## config.mk

```make
export PLATFORM = sky130hd
export DESIGN_NAME = page_ring_dma
export DESIGN_NICKNAME = d
export VERILOG_FILES = /design/src/rtl/page_ring_dma.sv
export SDC_FILE = /design/constraint.sdc
export NUM_CORES = 1
export LEC_CHECK = 0
export ABC_AREA = 1
export BUFFER_PORTS_ARGS = -buffer_cell sky130_fd_sc_hd__clkbuf_2
export CAP_MARGIN = 20
export CORE_AREA = 2 2 128 130
export CTS_BUF_LIST = sky130_fd_sc_hd__clkbuf_8
export DETAILED_ROUTE_END_ITERATION = 10
export DIE_AREA = 0 0 130 132
export PLACE_DENSITY = 0.67
export REMOVE_ABC_BUFFERS = 1
export SKIP_LAST_GASP = 1
export SYNTH_ARGS = -nofsm -noshare
export SYNTH_HDL_FRONTEND = slang
export SYNTH_SLANG_ARGS = --single-unit
```

## constraint.sdc

```tcl
create_clock -name clk -period 5 [get_ports clk]
set_input_delay 1 -clock clk [delete_from_list [all_inputs] [get_ports clk]]
set_output_delay 1 -clock clk [all_outputs]
set_load 0.005 [all_outputs]
```

## src/rtl/page_ring_dma.sv

```systemverilog
module page_ring_dma #(
  parameter int DW         = 32,
  parameter int PN_W       = 20,
  parameter int PAGE_WORDS = 1024,
  parameter int DATA_SLOTS = 511,
  parameter int RING_LEN   = 64,
  parameter logic [DW-1:0] MARK_VAL = 32'h0000_0001
) (
  input  logic                               clk,
  input  logic                               rst,
  input  logic                               reg_wr,
  input  logic                               reg_addr,
  input  logic [DW-1:0]                      reg_wdata,
  output logic [DW-1:0]                      reg_rdata,
  input  logic                               in_valid,
  input  logic [DW-1:0]                      in_data,
  output logic                               in_ready,
  output logic                               mem_req,
  output logic                               mem_we,
  output logic [PN_W+$clog2(PAGE_WORDS)-1:0] mem_addr,
  output logic [DW-1:0]                      mem_wdata,
  input  logic                               mem_ack,
  input  logic [DW-1:0]                      mem_rdata
);
  localparam int IDX_W    = $clog2(PAGE_WORDS);
  localparam int SLOT_W   = $clog2(DATA_SLOTS + 1);
  localparam int CRED_W   = $clog2(RING_LEN + 1);
  localparam int MARK_IDX = PAGE_WORDS - 2;
  localparam logic [DW-1:0] CMD_CLR  = 32'h0000_0010;
  localparam logic [DW-1:0] CMD_ADD  = 32'h0000_0020;
  localparam logic [DW-1:0] CMD_GO   = 32'h0c00_0040;
  localparam logic [DW-1:0] CMD_HALT = 32'h0808_0000;

  typedef enum logic [2:0] {S_IDLE, S_CREDIT, S_LINK, S_SLOT, S_FILL, S_MARK} st_t;
  st_t state;

  logic [PN_W-1:0]   base_pg, cur_pg, nxt_pg, dat_pg;
  logic [SLOT_W-1:0] slot;
  logic [IDX_W-1:0]  widx;
  logic [CRED_W-1:0] credits;
  logic st_ovf, st_cerr, st_warn, stop_pend;

  wire ctrl_wr   = reg_wr && !reg_addr;
  wire cmd_clr   = ctrl_wr && reg_wdata == CMD_CLR;
  wire cmd_add   = ctrl_wr && reg_wdata == CMD_ADD;
  wire cmd_go    = ctrl_wr && reg_wdata == CMD_GO;
  wire cmd_halt  = ctrl_wr && reg_wdata == CMD_HALT;
  wire busy      = state != S_IDLE;
  wire at_max    = credits == CRED_W'(RING_LEN);
  wire take      = state == S_CREDIT && !stop_pend && credits != '0;
  wire fill_quit = state == S_FILL && stop_pend && widx == '0;
  wire fill_act  = state == S_FILL && !fill_quit;
  wire last_w    = widx == IDX_W'(PAGE_WORDS - 1);
  wire last_slot = slot == SLOT_W'(DATA_SLOTS);

  assign in_ready  = fill_act && mem_ack;
  assign mem_req   = (state == S_LINK) || (state == S_SLOT) || (state == S_MARK) || (fill_act && in_valid);
  assign mem_we    = (state == S_FILL) || (state == S_MARK);
  assign mem_wdata = (state == S_MARK) ? MARK_VAL : in_data;

  always_comb begin
    case (state)
      S_LINK:  mem_addr = {cur_pg, IDX_W'(0)};
      S_SLOT:  mem_addr = {cur_pg, IDX_W'(slot)};
      S_MARK:  mem_addr = {dat_pg, IDX_W'(MARK_IDX)};
      default: mem_addr = {dat_pg, widx};
    endcase
  end

  assign reg_rdata = reg_addr ? {{(DW-PN_W){1'b0}}, base_pg}
                              : {{(DW-7){1'b0}}, busy, 3'b000, st_warn, st_cerr, st_ovf};

  always_ff @(posedge clk) begin
    if (rst) begin
      state <= S_IDLE;
      base_pg <= '0; cur_pg <= '0; nxt_pg <= '0; dat_pg <= '0;
      slot <= '0; widx <= '0; credits <= '0;
      st_ovf <= 1'b0; st_cerr <= 1'b0; st_warn <= 1'b0; stop_pend <= 1'b0;
    end else begin
      if (reg_wr && reg_addr) base_pg <= reg_wdata[PN_W-1:0];

      if (cmd_clr) credits <= '0;
      else credits <= credits + CRED_W'(cmd_add && !at_max) - CRED_W'(take);

      if (cmd_clr) begin
        st_ovf <= 1'b0; st_cerr <= 1'b0; st_warn <= 1'b0;
      end else begin
        if (state == S_CREDIT && credits == '0 && in_valid) st_ovf <= 1'b1;
        if (cmd_add && at_max) st_cerr <= 1'b1;
        if (cmd_go && busy) st_warn <= 1'b1;
      end

      if (cmd_halt && busy) stop_pend <= 1'b1;

      case (state)
        S_IDLE: begin
          stop_pend <= 1'b0;
          if (cmd_go) begin
            cur_pg <= base_pg;
            state  <= S_CREDIT;
          end
        end
        S_CREDIT: begin
          if (stop_pend) state <= S_IDLE;
          else if (take) begin
            slot  <= SLOT_W'(1);
            state <= S_LINK;
          end
        end
        S_LINK: if (mem_ack) begin
          nxt_pg <= mem_rdata[PN_W-1:0];
          state  <= S_SLOT;
        end
        S_SLOT: if (mem_ack) begin
          dat_pg <= mem_rdata[PN_W-1:0];
          widx   <= '0;
          state  <= S_FILL;
        end
        S_FILL: begin
          if (fill_quit) state <= S_IDLE;
          else if (in_valid && mem_ack) begin
            if (last_w) state <= S_MARK;
            else widx <= (widx == IDX_W'(MARK_IDX - 1)) ? IDX_W'(MARK_IDX + 1) : widx + 1'b1;
          end
        end
        S_MARK: if (mem_ack) begin
          if (stop_pend) state <= S_IDLE;
          else if (last_slot) begin
            cur_pg <= nxt_pg;
            state  <= S_CREDIT;
          end else begin
            slot  <= slot + 1'b1;
            state <= S_SLOT;
          end
        end
        default: state <= S_IDLE;
      endcase
    end
  end

  logic [IDX_W:0] pg_wr;
  always_ff @(posedge clk) begin
    if (rst || state == S_SLOT) pg_wr <= '0;
    else if (in_valid && in_ready) pg_wr <= pg_wr + 1'b1;
  end

  assert_mark_last_R3: assert property (@(posedge clk) disable iff (rst)
    (state == S_MARK && mem_ack) |-> pg_wr == (IDX_W+1)'(PAGE_WORDS - 1));

  assert_read_hold_R2: assert property (@(posedge clk) disable iff (rst)
    (mem_req && !mem_we && !mem_ack) |=> (mem_req && $stable(mem_addr)));

  assert_credit_use_R5: assert property (@(posedge clk) disable iff (rst)
    (credits < $past(credits) && !$past(cmd_clr)) |-> $past(state) == S_CREDIT);

  assert_credit_cap_R6: assert property (@(posedge clk) disable iff (rst)
    credits <= CRED_W'(RING_LEN));

  assert_stop_end_R9: assert property (@(posedge clk) disable iff (rst)
    $fell(busy) |-> $past(stop_pend));

  assert_sticky_ovf_R11: assert property (@(posedge clk) disable iff (rst)
    ($past(st_ovf) && !$past(cmd_clr)) |-> st_ovf);
endmodule

```

== Word level (Yosys, flattened, before mapping) ==
Cells that the tools add are included.
Widths: inputs -> output; s select.

* Divide/modulo/power cells: 0
* Add/subtract/negate cells: 4
* Shifts and indexed selects: 0
* Bitwise operators: 0
* Reduce and logical (&&, ||, !) cells: 44
* Eq/ne operators: 28
* Muxes and demuxes: 32
* Multiply operators: 0
* Order comparisons: 0

{| class="wikitable"
|+ Operators with widths
! cell !! count
|-
| $mux 20 || 5
|-
| $pmux 30 s3 || 1
|-
| $eq 32x28->1 const B || 2
|-
| $mux 10 || 5
|-
| $mux 9 || 5
|-
| $pmux 20 s2 || 1
|-
| $eq 32x5->1 const B || 1
|-
| $eq 32x6->1 const B || 1
|-
| $mux 32 || 1
|-
| $mux 3 || 9
|-
| $ne 2x2->1 const B || 11
|-
| $eq 10x10->1 const B || 2
|-
| $logic_and 1x1->1 || 20
|-
| $pmux 10 s2 || 1
|-
| $pmux 3 s6 || 1
|-
| $pmux 9 s2 || 1
|-
| $add 10x1->10 const B || 1
|-
| $logic_not 10->1 || 1
|-
| $reduce_and 5->1 || 2
|-
| $add 9x1->9 const B || 1
|-
| $eq 9x9->1 const B || 1
|-
| $add 7x1->7 || 1
|-
| $eq 7x7->1 const B || 1
|-
| $logic_not 7->1 || 1
|-
| 18 further kinds || 32
|}

* Word-level logic and storage cells: 120
* Memory bits (read-only): 0
* Output and inout port bits: 97
* Memories: 0
* RAM bits: 0
* Bits in latches: 0
* Input port bits: 102
* Register bits after elaboration: 113

== Logic depth before layout (Yosys ltp) ==
Gate-level depths: netlist of run 1.

* Word-level depth: 7
* Gate-level depth with buffers: 16
* Depth with buffers taken out: 16

== Worst setup path before layout of run 1 ==
Ideal clock, no wire load.

* Kind: input -> register
* Start point: input reg_wdata[16]
* End point: register credits[4]
* Path slack: 1,853 ps
* Data arrival time: 3,075 ps
* Setup time: 72 ps
* Cell stages on the path: 15
* Data required time: 4,928 ps
* Path buffers: 0
* Path through: nor2_1 > nand2_1 > nor2_1 > nand4_1 > nor2_1 > nand3b_1 > ha_1 > inv_1 > ha_1 > inv_1 > fa_1 > inv_1 > a31oi_1 > or2_2 > a21oi_1

* Cells in the longest elaborated chain, start to end: 5
* Elaborated cells on any way between the ends: 8
* Classes of those cells: add/sub (2); eq/ne (2); reduce/logical (4)

{| class="wikitable"
|+ RTL lines
! what !! RTL line !! source
|-
| from (decl) || 13 || <nowiki>input logic [DW-1:0] reg_wdata,</nowiki>
|-
| $eq 32x6->1 || 45 || <nowiki>wire cmd_add = ctrl_wr && reg_wdata == CMD_ADD;</nowiki>
|-
| $logic_and 1x1->1 || 45 ||
|-
| $logic_and 1x1->1 || 83 || <nowiki>else credits <= credits + CRED_W'(cmd_add && !at_max) - CRED_W'(take);</nowiki>
|-
| $add 7x1->7 || 83 ||
|-
| $sub 7x1->7 || 83 ||
|-
| to (signal assigned) || 83 ||
|-
| to (decl) || 40 || <nowiki>logic [CRED_W-1:0] credits;</nowiki>
|}

Several ways; a longest one is shown, not always the timed one.
A chain may end at the register's enable or synchronous reset.

== Final worst setup path of run 1 ==
* Start point: register state[2]
* End point: output mem_addr[0]

* Cells in the longest elaborated chain, start to end: 2
* Elaborated cells on any way between the ends: 4
* Classes of those cells: eq/ne (3); mux (1)

{| class="wikitable"
|+ RTL lines
! what !! RTL line !! source
|-
| from (decl) || 35 || <nowiki>st_t state;</nowiki>
|-
| from (signal assigned) || 75 || <nowiki>state <= S_IDLE;</nowiki>
|-
| from (signal assigned) || 100 || <nowiki>state <= S_CREDIT;</nowiki>
|-
| from (signal assigned) || 104 || <nowiki>if (stop_pend) state <= S_IDLE;</nowiki>
|-
| $eq 3x3->1 or $eq 3x2->1 (tied branches) || 62 || <nowiki>case (state)</nowiki>
|-
| $pmux 30 s3 * || 62 ||
|-
| to (decl) || 20 || <nowiki>output logic [PN_W+$clog2(PAGE_WORDS)-1:0] mem_addr,</nowiki>
|}

Every way passes the cells marked *; elsewhere a longest branch is shown, timed or not.

==> flow_summary.ini, run 1 <==
[routing]
drt_wl_total_um = 16800
drt_iter0_drc = 320
drc_errors = 0
final_antenna_net_count = 0
vias = 6190
wl_per_cell_um = 12.5
first_pass_iters = 5
via_per_inst = 4.60

[cts]
cts_tree = yes
post_cts_buffers = 0
worstSkewPairLatency_ns = 0.44
cts_resized = 0
ctsRootBufferMaster = clkbuf_8
cts.htree.levels = 4
clk_pin_slew_worst_paths_ns = 0.07
ctsHoldBuffers = 0
clock_sinks = 113
cts_buffers = 17
clock_path_buffers = 2

[power]
power.density_nw_per_um2 = 396
finalPower_uw = 2970
power_leakage_uw = 0.00375
irDropWorstVdd_mv = 0.297

[timing]
finalHoldViolations = 0
setup_violations = 0
min_period_ns = 3.18
slew_headroom_pct = 45.9
fin_hold_ws_ns = 0.446
layout_setup_ws_ns = 1.82
fmax_ghz = 0.314
rsz0062_at_grt = false
slew_violations = 0
tns_ns = 0
fin_crit_sh_pct = 63.7
tightest_slew_ns = 0.811
skew_ns = 0.0116

[synth]
synthTopCellsByArea = dfxtp_1, nand2_1, nor2_1
synth_top_family_by_area = simple AND/OR/NAND/NOR gates
synth_compound_area_share_pct = 16.6
yosys.area_share.simple_pct = 29.4
synth_top_area_share_pct = 36.4
synth_fa_ha_area_share_pct = 3.14
yosys-top-cells-count = nand2_1, nor2_1, inv_1
syn_area_per_cell_um2 = 6.44
syn_inst = 966
synth_seq_cells = 113
async_reset_ff_share_pct = 0
synth_xor_area_share_pct = 0.986
yosysWarnings = 0
yosysUniqueCellTypes = 39
yosysTopAreaCell = dfxtp_1
yosysSeqAreaShare_pct = 36.4
synth_mux_area_share_pct = 0
synth_most_common_cell = nand2_1
ys.flop_type = dfxtp_1
syn_area_um2 = 6220
synth_edf_count = 0

[placed_design]
portBuffers = 174
hpwl_um = 12000
detailedPlace.worstSlack_ns = 1.41
place_congestion = 0.858

[floorplanning]
rows = 46
dieWidth_um = 130
die_h_um = 132
io_pins = 199
initial_core_util_pct = 39.6
core_area_um2 = 15700
dieArea_um2 = 17200

[global_routing]
grt.total_usage_pct = 20.0
grt_pass1_wl_um = 27700
grt_start_max_net_pins = 68
antenna_found_initial = 0
grt_pass1_vias = 5754
overflow = 0

[layout]
num_antenna_cells = 0
final_util_pct = 47.7
fillers = 1669
multi_input_area_um2 = 3170
areaGrowthSynthToFinish_pct = 20.4
nNetsFinal = 1234
regArea_um2 = 2260
drive_gt1_share_pct = 21.7

[setup_path]
cp-end-kind = output port
crit_type = register to output port
cp_max_fo = 67
start_kind = register
r2r_slack_ns = 2.27
worstPathArrival_ns = 2.18
required_ns = 4.00

[job]
drv_cap = 0

[outcome]
status = complete, no violations

[worst_hold_path]
hold_path_class = register to register
==> registers in the layout (all words and copies together), names as in the netlist <==
signal and cells:
st_cerr 1, st_ovf 1, nxt_pg 20, widx 10, credits 7, state 3, stop_pend 1, slot 9
st_warn 1, dat_pg 20, base_pg 20, cur_pg 20
==> metrics by stage <==
stage,cell area (µm²),std cells
after floorplan,5960,922
after global placement,7120,1314
after detailed placement,7120,1314
after CTS,7490,1346
after global routing,7490,1346
final,7490,1346
==> logic make-up (layout without fill, tap and decap cells) <==
| family | Yosys count | in the layout |
|---|---|---|
| buffers and inverters | 197 | 350 |
| xor gates and xnor gates | 7 | 7 |
| and+or+nand+nor | 443 | 443 |
| AOI/OAI and AO/OA | 190 | 190 |
| other | 1 | 12 |
| DFF | 113 | 113 |
| adders and majority gates | 15 | 15 |
==> cell type report <==
cell class	instances	area share (%)
Clock buffer	17	3.12
Timing Repair Buffer	176	11.8
Clock inverter	15	1.82
Inverter	142	7.12
Tap cell	216	3.61
Multi-Input combinational cell	667	42.3
Sequential cell	113	30.2
==> power by group <==
| part | internal, µW | switching [µW] | total (µW) |
|---|---|---|---|
| combinational | 377 | 662 | 1040 |
| sequential | 1040 | 77.4 | 1120 |
| clock | 396 | 413 | 810 |
==> worst paths after layout <==
kind | to | cells after the start | startpoint
max | mem_addr[0] | 6 | state[2]$_SDFFE_PP0P_
min | dat_pg[0]$_SDFFE_PP0P_ | 2 | dat_pg[0]$_SDFFE_PP0P_
max reg2reg | cur_pg[0]$_SDFFE_PP0P_ | 14 | slot[0]$_SDFFE_PP0P_
min reg2reg | dat_pg[0]$_SDFFE_PP0P_ | 2 | dat_pg[0]$_SDFFE_PP0P_
==> per-layer routing <==
| layer | global-route usage [%] | vias up | wire length, µm |
|---|---|---|---|
| li1 | - | 3288 | - |
| met1 | 25.4 | 2749 | 7830 |
| met2 | 33.9 | 130 | 8070 |
| met3 | 3.69 | 23 | 617 |
| met4 | 6.33 | 0 | 283 |
| met5 | 0 | - | 0 |
==> worst max-delay path, stage by stage, from the launching register on <==
cell and delay (ns):
dfxtp_1 0.33, inv_2 0.11, nor2_4 0.06, nand2_4 0.56, nand2_1 0.26, o21ai_0 0.26, clkbuf_2 0.15
==> cell usage in the layout (no fill, tap or decap), types with 3 or more instances in the layout <==
cell,n
inv_1,134
nor3_1,4
nand4_1,11
inv_2,9
clkbuf_8,17
dfxtp_1,113
inv_6,4
nor2_2,3
nand2_2,7
clkinvlp_4,3
nor2_1,164
clkbuf_2,174
ha_1,14
nand3b_1,3
o221ai_1,4
nand2_1,215
nand3_1,22
xor2_1,5
or2_2,4
conb_1,12
nor2_4,6
a21oi_1,54
o21ai_0,120
clkinv_4,4
Note: power is estimated with default switching activity, not from simulation.
==> inputs of run 2 (changes only) <==
--- a/config.mk
+++ b/config.mk
@@ -5,14 +5,14 @@
 export SDC_FILE = /design/constraint.sdc
 export NUM_CORES = 1
 export LEC_CHECK = 0
-export ABC_AREA = 1
+export ABC_AREA = 0
 export BUFFER_PORTS_ARGS = -buffer_cell sky130_fd_sc_hd__clkbuf_2
 export CAP_MARGIN = 20
-export CORE_AREA = 2 2 128 130
+export CORE_AREA = 2 2 125 127
 export CTS_BUF_LIST = sky130_fd_sc_hd__clkbuf_8
 export DETAILED_ROUTE_END_ITERATION = 10
-export DIE_AREA = 0 0 130 132
-export PLACE_DENSITY = 0.67
+export DIE_AREA = 0 0 127 129
+export PLACE_DENSITY = 0.69
 export REMOVE_ABC_BUFFERS = 1
 export SKIP_LAST_GASP = 1
 export SYNTH_ARGS = -nofsm -noshare
==> constraint.sdc (replaced) <==
create_clock -name clk -period 2.65 [get_ports clk]
set_input_delay 0.53 -clock clk [delete_from_list [all_inputs] [get_ports clk]]
set_output_delay 0.53 -clock clk [all_outputs]
set_load 0.005 [all_outputs]
==> run 2 against run 1 <==
Against the previous run:
- the run now ends with negative setup slack left
- global-route usage is 1.5 points higher
- sequential power increased by 71%
- synthesized cell count is 20% lower
- worst setup slack worse by 2.2 ns
- non-clock buffer count is 60 higher
- synthesized area fell by 5.6%
- clock-buffer cell count up 3
- critical path depth rose by 12
- final cell count fell by 13%
- sequential share of layout area shrank 0.75 points
- critical path type is now input port to register
- critical endpoint is now credits[6]$_SDFF_PP0_
==> flow_summary.ini, run 2 <==
[outcome]
status = complete, but fails checks
violations = negative setup slack

[synth]
synth_top_area_share_pct = 38.5
synthTopCellsByArea = dfxtp_1, nand2_1, a21oi_1
syn_area_um2 = 5880
yosys-top-cells-count = nand2_1, dfxtp_1, a21oi_1
synth_most_common_cell = nand2_1
syn_area_per_cell_um2 = 7.59
ys.flop_type = dfxtp_1
yosysTopAreaCell = dfxtp_1
yosysSeqAreaShare_pct = 38.5
synth_edf_count = 0
async_reset_ff_share_pct = 0
synth_seq_cells = 113
yosysWarnings = 0
yosysUniqueCellTypes = 52
syn_inst = 774

[global_routing]
grt_pass1_vias = 5536
overflow = 0
grt_pass1_wl_um = 28200
antenna_found_initial = 0
grt.total_usage_pct = 21.5
grt_start_max_net_pins = 56

[floorplanning]
dieWidth_um = 127
die_h_um = 129
io_pins = 199
initial_core_util_pct = 39.2
dieArea_um2 = 16400
rows = 45
core_area_um2 = 15000

[cts]
clock_sinks = 113
cts.htree.levels = 4
clock_path_buffers = 2
cts_tree = yes
ctsRootBufferMaster = clkbuf_8
cts_buffers = 17
worstSkewPairLatency_ns = 0.44
clk_pin_slew_worst_paths_ns = 0.07

[timing]
layout_setup_ws_ns = -0.363
setup_violations = 5
rsz0062_at_grt = true
fin_hold_ws_ns = 0.319
slew_headroom_pct = 46.9
tightest_slew_ns = 0.794
fin_crit_sh_pct = 114
skew_ns = 0.0117
fmax_ghz = 0.332
slew_violations = 0
min_period_ns = 3.01
finalHoldViolations = 0

[power]
irDropWorstVdd_mv = 0.378
power.density_nw_per_um2 = 733
power_leakage_uw = 0.00325

[placed_design]
hpwl_um = 12100
dpl_cell_area_um2 = 7130
place_congestion = 0.879
placed_cells_incl_taps = 1134
portBuffers = 174

[routing]
wl_per_cell_um = 15.2
final_antenna_net_count = 0
drt_wl_total_um = 17800
vias = 6032
drt_iter0_drc = 582
via_per_inst = 5.15
drc_errors = 0
first_pass_iters = 5

[setup_path]
crit_type = input port to register
reg2reg_depth = 15
r2r_end = credits[6]$_SDFF_PP0_
start_kind = input port
worstPathArrival_ns = 3.32
required_ns = 2.96
r2r_slack_ns = -0.27
worstReg2RegStart = credits[4]$_SDFF_PP0_
cp-end-kind = register
cp_max_fo = 2

[layout]
nNetsFinal = 1089
num_antenna_cells = 0
areaGrowthSynthToFinish_pct = 30.7
fin_cells = 1172
drive_gt1_share_pct = 30.1
post-route-cell-area_um2 = 7680
final_cell_mix = nand2_1, clkbuf_2, dfxtp_1
final_common_cell = nand2_1
fillers = 1487
final_util_pct = 51.3

[worst_hold_path]
hold_path_end = nxt_pg[19]$_SDFFE_PP0P_
hold_path_class = input port to register
whs_path_depth = 3
min_from = mem_rdata[19]

[job]
drv_cap = 0
[run 2: cell types whose count changed in the layout (fill, tap and decap cells not counted), sizes merged, moves of 9 or more]
cell / before / now
nand3: 23 / 14
and2: 0 / 52
o22ai: 0 / 22
o21ai: 122 / 32
a221oi: 0 / 24
a21oi: 57 / 92
nand2: 223 / 177
buf: 2 / 65
inv: 147 / 41
nor3: 4 / 14
nor2: 173 / 32
[run 2: worst max path at each step]
stage | end | start | depth (start not counted)
2_1_floorplan | credits[6]$_SDFF_PP0_ | reg_wdata[3] | 16
3_3_place_gp | credits[6]$_SDFF_PP0_ | reg_wdata[3] | 18
3_5_place_dp | credits[6]$_SDFF_PP0_ | reg_wdata[3] | 18
4_1_cts | credits[6]$_SDFF_PP0_ | reg_wdata[9] | 18
5_1_grt | credits[6]$_SDFF_PP0_ | reg_wdata[9] | 18
6_report | credits[6]$_SDFF_PP0_ | reg_wdata[9] | 18
[run 2: per-layer routing]
layer  track usage (%)  wire (µm)  vias to the layer above  part of all wire [%]
li1                  -          -                     3015                     -
met1              29.7       8170                     2814                    46
met2              34.3       8310                      190                    47
met3              4.82       1230                       13                   6.9
met4              5.11        118                        0                  0.66
met5                 0          0                        -                     0
[run 2: through the flow]
| stage | TNS [ns] | power (µW) | worst slack (ns) |
|---|---|---|---|
| floorplan | -9.37 | 3020 | -0.438 |
| global placement | -3.50 | 3800 | -0.959 |
| detailed placement | -4.15 | 3830 | -1.09 |
| CTS | -0.573 | 5590 | -0.277 |
| global route | -1.67 | 5970 | -0.518 |
| finish | -0.983 | 5630 | -0.363 |
[run 2: report_power, final]
part | switching (µW) | internal (µW) | total, µW
combinational | 1140 | 960 | 2100
sequential | 81.4 | 1820 | 1910
clock | 731 | 897 | 1630
total | 1950 | 3680 | 5630
[run 2: cells by family after synthesis]
group / count (synthesis) / synth area share, %
AO/OA/AOI/OAI: 187 / 19.8
XOR/XNOR: 10 / 1.49
adder cells (fa/ha/maj): 15 / 3.32
buffers and inverters: 105 / 8.41
flip-flops: 113 / 38.5
multiplexers: 4 / 0.767
other: 1 / 0.0638
AND/OR/NAND/NOR: 339 / 27.6
[run 2: worst max-delay path, cell delays in order]
cell,delay (ns)
buf_8,0.10
nor4_4,0.26
buf_4,0.16
nand4_1,0.17
nor2_2,0.22
and3_4,0.21
nand4b_1,0.16
ha_4,0.26
inv_2,0.06
ha_4,0.13
inv_2,0.04
fa_2,0.33
nand2b_4,0.15
a21oi_4,0.14
o21ai_2,0.08
a21oi_2,0.15
o21a_1,0.12
nor3_1,0.04
[run 2: cell type report]
class	count	area, µm²	area share, %
inverter	37	139	1.81
tap	188	235	3.06
timing repair buffer	236	1400	18.2
clock inverter	11	115	1.50
clock buffer	20	275	3.58
multi-input combinational	567	3250	42.4
sequential	113	2260	29.5
[run 2: what timing repair did]
action / in CTS / in global routing
hold buffers: 0 / 0
pin swaps: 11 / 8
resized for setup: 17 / 13
setup endpoints to repair: 5 / 17
buffers inserted: 4 / 3
==> inputs of run 3 (changes only) <==
--- a/config.mk
+++ b/config.mk
@@ -8,11 +8,11 @@
 export ABC_AREA = 0
 export BUFFER_PORTS_ARGS = -buffer_cell sky130_fd_sc_hd__clkbuf_2
 export CAP_MARGIN = 20
-export CORE_AREA = 2 2 125 127
+export CORE_AREA = 2 2 143 145
 export CTS_BUF_LIST = sky130_fd_sc_hd__clkbuf_8
 export DETAILED_ROUTE_END_ITERATION = 10
-export DIE_AREA = 0 0 127 129
-export PLACE_DENSITY = 0.69
+export DIE_AREA = 0 0 145 147
+export PLACE_DENSITY = 0.56
 export REMOVE_ABC_BUFFERS = 1
 export SKIP_LAST_GASP = 1
 export SYNTH_ARGS = -nofsm -noshare
==> run 3 against run 2 <==
Against the previous run:
- the run still ends with negative setup slack left
- maximum frequency is 2.0% higher
- die area is 30% higher
- utilization is 12 points lower
- hold slack worse by 0.0067 ns
- global-route usage is 4.1 points lower
- flip-flop and latch count stayed put
- sequential share of layout area is 0.36 points lower
- sequential power hardly changed
- design area is 1.3% higher
- combinational power hardly changed
- worst setup slack better by 0.058 ns
- register-to-register slack better by 0.04 ns
==> flow_summary.ini, run 3 (synthesis results as in run 2) <==
[floorplanning]
rows = 52
io_pins = 199
initial_core_util_pct = 29.6
core_area_um2 = 19800
dieWidth_um = 145
die_h_um = 147
dieArea_um2 = 21300

[placed_design]
place_congestion = 0.804
hpwl_um = 13200
portBuffers = 174
placed_cells_incl_taps = 1220

[timing]
tightest_slew_ns = 0.593
fmax_ghz = 0.338
fin_crit_sh_pct = 111
setup_violations = 4
skew_ns = 0.0106
min_period_ns = 2.95
layout_setup_ws_ns = -0.304
slew_violations = 0
rsz0062_at_grt = true
slew_headroom_pct = 60.5
finalHoldViolations = 0
tns_ns = -0.629

[routing]
drt_wl_total_um = 18700
first_pass_iters = 5
wl_per_cell_um = 14.9
via_per_inst = 4.82
drt_iter0_drc = 326
vias = 6051
drc_errors = 0
final_antenna_net_count = 0

[cts]
clk_pin_slew_worst_paths_ns = 0.08
clock_sinks = 113
ctsRootBufferMaster = clkbuf_8
cts_buffers = 17
worstSkewPairLatency_ns = 0.45
cts.htree.levels = 4
cts_tree = yes
clock_path_buffers = 2

[setup_path]
path_delay_family = simple AND/OR/NAND/NOR gates
start_kind = input port
path_cells = buf_8 > nor4_4 > buf_4 > nand4_1 > nor2_2 > and3_4 > nand4b_1 > ha_4 > inv_4 > ha_4 > inv_2 > fa_2 > nand2b_4 > a21oi_4 > o21ai_2 > a21oi_2 > o21a_1 > nor3_1
worstPathArrival_ns = 3.28
crit_type = input port to register
crit_top_cell = ha_4
required_ns = 2.97
critPathBufInv = 4
crit_path_max_incr_delay_ns = 0.33
crit_slowest_cell = fa_2
cp-end-kind = register
cp_max_fo = 4

[layout]
fin_cells = 1255
fillers = 2132
final_cell_mix = nand2_1, clkbuf_2, dfxtp_1
num_antenna_cells = 0
areaGrowthSynthToFinish_pct = 32.4
drive_gt1_share_pct = 30.3
final_common_cell = nand2_1
nNetsFinal = 1089
final_util_pct = 39.2

[global_routing]
grt_start_max_net_pins = 53
grt.total_usage_pct = 17.3
antenna_found_initial = 1
overflow = 0
grt_pass1_vias = 5616
grt_pass1_wl_um = 29700

[power]
combPwrFrac_pct = 37.2
power_frac_clock_pct = 29.0
seqPwrFrac_pct = 33.7
p_sw_share_pct = 35.9
p_switching_uw = 2020
power.density_nw_per_um2 = 725
internal_power_uw = 3620
power_leakage_uw = 0.00323
irDropWorstVdd_mv = 0.311

[outcome]
violations = negative setup slack
status = complete, but fails checks

[worst_hold_path]
hold_path_class = input port to register

[job]
drv_cap = 0
## run 3: cell types whose count changed in the layout (fill, tap and decap cells not counted), moves of 2 or more
cell	previous run	this run
clkinvlp_4	1	5
clkbuf_8	20	17
nor2_1	28	30
inv_1	38	35
inv_6	1	5
nor2_2	4	2
## run 3: repair_timing
action | CTS | global route
hold buffers | 0 | 0
pin swaps | 12 | 14
setup endpoints to repair | 5 | 8
setup buffers | 3 | 1
resized for setup | 14 | 17
cloned | 0 | 0
## run 3: layout make-up
class | instances | area, µm² | area share (%)
clock buffers | 17 | 234 | 3.01
well taps | 270 | 338 | 4.34
multi-input cells | 567 | 3250 | 41.7
flip-flops and latches | 113 | 2260 | 29.1
repair buffers | 236 | 1400 | 17.9
inverters | 37 | 145 | 1.87
clock inverters | 15 | 156 | 2.01
## run 3: power by group through the flow
stage | Sequential, µW | Clock [µW] | Combinational (µW)
4_1_cts | 1900 | 1680 | 2010
5_1_grt | 1920 | 1750 | 2330
3_3_place_gp | 1940 | 0 | 1910
6_report | 1900 | 1640 | 2100
3_5_place_dp | 1940 | 0 | 1930
2_1_floorplan | 1950 | 0 | 1070
## run 3: per-layer routing
layer	vias up	wire length (µm)	track usage, %
li1	3022	-	-
met1	2808	8710	23.6
met2	204	8440	27.3
met3	15	1330	5.03
met4	2	163	3.91
met5	-	16	0
## run 3: worst register-to-register path, stage by stage (launching register included)
cell and delay [ns]:
dfxtp_1 0.34, inv_1 0.07, ha_1 0.20, and4bb_4 0.22, a2111oi_4 0.41, ha_4 0.28, inv_4 0.05, ha_4 0.13
inv_2 0.04, fa_2 0.33, nand2b_4 0.15, a21oi_4 0.13, o21ai_2 0.08, a21oi_2 0.16, o21a_1 0.13, nor3_1 0.04
## run 3: final timing paths
kind	endpoint	depth (start not counted)	from	slack (ns)
worst max register to register	credits[6]$_SDFF_PP0_	15	credits[4]$_SDFF_PP0_	-0.23
worst min-delay path	base_pg[16]$_SDFFE_PP0P_	3	reg_wdata[16]	0.31
worst max-delay path	credits[6]$_SDFF_PP0_	18	reg_wdata[3]	-0.30
worst min register to register	nxt_pg[0]$_SDFFE_PP0P_	2	nxt_pg[0]$_SDFFE_PP0P_	0.46
## run 3: per-stage QoR
step	cell area, µm²	hold slack [ns]	worst slack (ns)	total power (µW)
floorplan	5560	0.430	-0.438	3020
global placement	7260	0.442	-1.00	3850
detailed placement	7260	0.447	-1.03	3870
CTS	7730	0.293	-0.319	5600
global route	7780	0.286	-0.452	6000
finish	7780	0.312	-0.304	5640
